--- src/rtl/ww_pkg.sv ---
package ww_pkg;

    // Decision states of the direction machine
    typedef enum logic [1:0] {
        ST_IDLE  = 2'd0,
        ST_PASS  = 2'd1,
        ST_WRONG = 2'd2
    } ww_state_e;

    // A synchronizer shorter than this cannot settle a metastable flop
    localparam int unsigned WW_MIN_SYNC = 2;

endpackage

--- src/rtl/ww_sync.sv ---
module ww_sync #(
    parameter int unsigned STAGES = 2
) (
    input  logic clk,
    input  logic rst,
    input  logic d_i,
    output logic q_o
);
    localparam int unsigned LAST = STAGES - 1;

    logic [STAGES-1:0] chain_q;

    generate
        genvar gi;
        for (gi = 0; gi < STAGES; gi++) begin : g_stage
            if (gi == 0) begin : g_head
                always_ff @(posedge clk) begin
                    if (rst) chain_q[gi] <= 1'b0;
                    else     chain_q[gi] <= d_i;
                end
            end else begin : g_tail
                always_ff @(posedge clk) begin
                    if (rst) chain_q[gi] <= 1'b0;
                    else     chain_q[gi] <= chain_q[gi-1];
                end
            end
        end
    endgenerate

    assign q_o = chain_q[LAST];

endmodule

--- src/rtl/ww_capture.sv ---
module ww_capture (
    input  logic clk,
    input  logic rst,
    input  logic data_i,     // synchronized A level
    input  logic gate_i,     // synchronized B level, acts as the latch enable
    output logic sample_o,   // last A value taken while gate was high
    output logic valid_o     // gate level aligned with sample_o
);
    logic sample_q;
    logic valid_q;

    always_ff @(posedge clk) begin
        if (rst) begin
            sample_q <= 1'b1;   // safe value: a high A sample means permitted direction
            valid_q  <= 1'b0;
        end else begin
            valid_q <= gate_i;
            if (gate_i) sample_q <= data_i;
        end
    end

    assign sample_o = sample_q;
    assign valid_o  = valid_q;

endmodule

--- src/rtl/ww_fsm.sv ---
module ww_fsm
    import ww_pkg::*;
(
    input  logic clk,
    input  logic rst,
    input  logic a_lvl_i,
    input  logic b_lvl_i,
    input  logic smp_valid_i,
    input  logic smp_a_i,
    output logic alarm_o
);
    ww_state_e state_q;
    ww_state_e state_d;
    logic      alarm_q;
    logic      both_clear;

    assign both_clear = !a_lvl_i && !b_lvl_i;

    always_comb begin
        state_d = state_q;
        unique case (state_q)
            ST_IDLE: begin
                if (smp_valid_i) begin
                    if (smp_a_i) state_d = ST_PASS;    // forward entry
                    else         state_d = ST_WRONG;   // reverse entry
                end
            end
            ST_PASS: begin
                if (both_clear) state_d = ST_IDLE;     // forward exit
            end
            ST_WRONG: begin
                if (both_clear) state_d = ST_IDLE;     // reverse exit
            end
            default: state_d = ST_IDLE;
        endcase
    end

    always_ff @(posedge clk) begin
        if (rst) state_q <= ST_IDLE;
        else     state_q <= state_d;
    end

    always_ff @(posedge clk) begin
        if (rst) alarm_q <= 1'b0;
        else     alarm_q <= (state_d == ST_WRONG);
    end

    assign alarm_o = alarm_q;

endmodule

--- src/rtl/wrong_way_detector.sv ---
module wrong_way_detector
    import ww_pkg::*;
#(
    parameter int unsigned SYNC_STAGES = 2
) (
    input  logic clk,
    input  logic rst,
    input  logic beam_a_raw,
    input  logic beam_b_raw,
    output logic alarm_o
);
    localparam int unsigned STAGES_USED =
        (SYNC_STAGES < WW_MIN_SYNC) ? WW_MIN_SYNC : SYNC_STAGES;

    logic a_lvl;
    logic b_lvl;
    logic smp_a;
    logic smp_valid;

    ww_sync #(.STAGES(STAGES_USED)) u_sync_a (
        .clk (clk),
        .rst (rst),
        .d_i (beam_a_raw),
        .q_o (a_lvl)
    );

    ww_sync #(.STAGES(STAGES_USED)) u_sync_b (
        .clk (clk),
        .rst (rst),
        .d_i (beam_b_raw),
        .q_o (b_lvl)
    );

    ww_capture u_capture (
        .clk      (clk),
        .rst      (rst),
        .data_i   (a_lvl),
        .gate_i   (b_lvl),
        .sample_o (smp_a),
        .valid_o  (smp_valid)
    );

    ww_fsm u_fsm (
        .clk         (clk),
        .rst         (rst),
        .a_lvl_i     (a_lvl),
        .b_lvl_i     (b_lvl),
        .smp_valid_i (smp_valid),
        .smp_a_i     (smp_a),
        .alarm_o     (alarm_o)
    );

endmodule

--- config.mk ---
export PLATFORM = sky130hd
export DESIGN_NAME = wrong_way_detector
export DESIGN_NICKNAME = d
export VERILOG_FILES = /design/src/rtl/ww_pkg.sv /design/src/rtl/ww_sync.sv /design/src/rtl/ww_capture.sv /design/src/rtl/ww_fsm.sv /design/src/rtl/wrong_way_detector.sv
export SDC_FILE = /design/constraint.sdc
export NUM_CORES = 1
export LEC_CHECK = 0
export BUFFER_PORTS_ARGS = -buffer_cell sky130_fd_sc_hd__clkbuf_2
export CAP_MARGIN = 40
export CORE_AREA = 2 2 39 41
export CTS_BUF_LIST = sky130_fd_sc_hd__clkbuf_4 sky130_fd_sc_hd__clkbuf_8
export DETAILED_ROUTE_END_ITERATION = 10
export DIE_AREA = 0 0 41 43
export GPL_TIMING_DRIVEN = 1
export MAX_ROUTING_LAYER = met4
export PLACE_DENSITY_LB_ADDON = 0.12
export SLEW_MARGIN = 15
export SYNTH_ARGS = -nofsm -noshare
export SYNTH_HDL_FRONTEND = slang
export SYNTH_SLANG_ARGS = --single-unit
--- constraint.sdc ---
create_clock -name clk -period 3.6 [get_ports clk]
set_clock_uncertainty 0.15 [all_clocks]
set_input_delay 0.72 -clock clk [delete_from_list [all_inputs] [get_ports clk]]
set_output_delay 0.72 -clock clk [all_outputs]
set_load 0.05 [all_outputs]
==> results.md <==
- Worst-Margin Slew: 297.6 ps
- FMAX: 592.6 MHz
- DRT iter0 DRCs: 0
- Maximum VDD drop: 0.2125 mV
- Mapped Area: 339.1 sq um
- Tot GR Track Use: 0.08583
- Global-route congestion overflow total: 0
- Final Non-Filler Cells: 54
- Crit path buf inv count: 1
- # diodes: 0
- Gpl congestion: 0.6522
- Setup tns final: 0 ps
- Leakage: 0.1711 nW
- Startpoint Class: flop
- Rows: 14
- Final hold vios: 0
- Launch point of the worst hold path: u_sync_a.chain_q[0]$_SDFF_PP0_
- Die footprint: 1763 sq um
- # port buffers: 4
- Max-slew headroom: 0.8016
- Share of post-route cells with drive strength above 1: 0.2895
- DP Worst Slack: 2138 ps
- First-pass GRT wire length: 897 um
- Setup-failing EPs final: 0
- Worst setup margin: 1912 ps
- Tightest Hold Check Type: reg -> reg
- Antenna violations before repair: 0
- Clk root buf: clkbuf_4
- Syn_area_per_cell: 11.30 sq um
- Fin. max-slew vios: 0
- # nets final: 45
- # hold bufs at CTS: 0
- CP Capture Type: output port
- Slowest cell on the critical path: dfxtp_1
- Total nets after synthesis: 36
- Period Utilization, post-route: 0.4688
- Area contributors post-synth: dfxtp_1 53%, nor2b_1 11%, ha_1 7.4%
- Critical Path RT: 2730 ps
- RSZ-0062 raised after global routing: no
- Clk buf depth: 2
- Yosys warnings: 0
- Cell count after synthesis: 30
- Largest stage delay, worst path: 300 ps
- Vias in the first global route: 217
- Ys async rst share: 0
- Worst skew pair latency: 260 ps
- Die W: 41 um
- Drt total wl: 506 um
- WL/cell: 9.370 um
- Total power: 0.0002044 W
- Number of H-tree levels: 1
- Largest net degree at the start of global routing: 9
- Crit path cell chain: clkbuf_2
- Most frequent cell after synthesis: dfxtp_1
- Post-cts sizing count: 0
- Max FO, Critical Path: 1
- Post-CTS Setup Bufs: 0
- Crit path from: u_fsm.alarm_o$_SDFF_PP0_
- Fin crit period: 1688 ps
- Core Area: 1384 sq um
- Clock tree sinks: 9
- Synth cell count leaders: 9 x dfxtp_1, 6 x nor2b_1, 2 x ha_1, 2 x inv_1, 2 x nor2_1
- CTS clk-pin slew, worst paths: 60 ps
- Pwr Density: 499.6 nW/um^2
- Vias: 223
- Detailed Place HPWL: 390.9 um
- Post-synth top area share: 0.5314
- Worst EP arrival: 820 ps
- Layout Utilization: 0.2957
- TritonCTS clock tree: done
- Chip height: 43 um
- I/O pin cnt: 5
- Area Growth Syn to Fin: 20.66%
- Number of synthesized register bits: 9
- Post-DRT Antenna Nets: 0
- Netlist cell types: 14
- Number of synthesized flops with an enable pin: 0
- DRT Pass-1 Iters: 1
- Reg2reg start: u_fsm.state_q[0]$_SDFF_PP0_
- DRC: 0
- Post-synthesis sequential area ratio: 0.5314
- Outcome: complete, no violations
- Kind of critical path: reg -> out
- Max Cap Viol: 0
- Vias per std cell: 4.130
- Ys flop type: dfxtp_1
- Starting Density: 0.2450
- Total CTS buffers: 3
- Leading area contributor after synthesis: dfxtp_1
- CP top delay family: flip-flops
- Inst Count DP: 50
==> stage by stage <==
stage | instance area [sq um] | hold WS (ps)
CTS | 409.1 | 290.3
global route | 409.1 | 318.7
detailed placement | 379.1 | 275.6
floorplan | 339.1 | 263.8
global placement | 379.1 | 270.7
finish | 409.1 | 285.8
==> final cells by class <==
class | instances | area (sq um)
inverters | 2 | 7.507
repair buffers | 4 | 20.02
well taps | 16 | 20.02
flip-flops and latches | 9 | 180.2
clock buffers | 4 | 30.03
fillers | 143 | 974.7
multi-input cells | 19 | 151.4
==> per-layer routing <==
metal | global-route usage | routed length [um] | vias to the layer above
met5 | - | 0 | -
met4 | 0.08000 | 0 | 0
met3 | 0.04712 | 32 | 0
met2 | 0.1031 | 245 | 6
met1 | 0.09477 | 228 | 98
li1 | - | - | 119
==> power breakdown <==
part | internal (W) | switching [W] | total, W
clock network | 0.0000501 | 0.0000334 | 0.0000835
logic | 0.00000739 | 0.00000744 | 0.0000148
registers | 0.000104 | 0.00000232 | 0.000106
total | 0.000161 | 0.0000431 | 0.000204
==> cells by family (layout without fill, tap and decap cells) <==
kind of cell,after synthesis,in the layout,synth area share
muxes,1,1,0.04427
buffers and inverters,2,10,0.02215
and+or+nand+nor,13,13,0.2473
adders and majority gates,2,2,0.07379
AOI/OAI and AO/OA,3,3,0.08119
DFF,9,9,0.5314
==> sequential cells by signal, indices dropped and copies added, names as in the netlist <==
name / cells
u_capture.sample_o: 1
u_capture.valid_o: 1
u_fsm.alarm_o: 1
u_fsm.state_q: 2
u_sync_a.chain_q: 1
u_sync_a.q_o: 1
u_sync_b.chain_q: 1
u_sync_b.q_o: 1
==> path summary, 6_finish.rpt <==
| path | endpoint | slack (ps) | cells after the start |
|---|---|---|---|
| max | alarm_o | 1910 | 1 |
| min | u_sync_a.q_o$_SDFF_PP0_ | 290 | 1 |
| min reg2reg | u_sync_a.q_o$_SDFF_PP0_ | 290 | 1 |
| max reg2reg | u_fsm.state_q[0]$_SDFF_PP0_ | 2140 | 4 |
==> layout by cell type, fill, tap and decap left out, drive strengths merged, types with 2 or more instances in the layout <==
cell,instances
ha,2
dfxtp,9
nor2b,6
clkbuf,8
nor2,2
inv,2
Power figures use the tool's default switching activity.
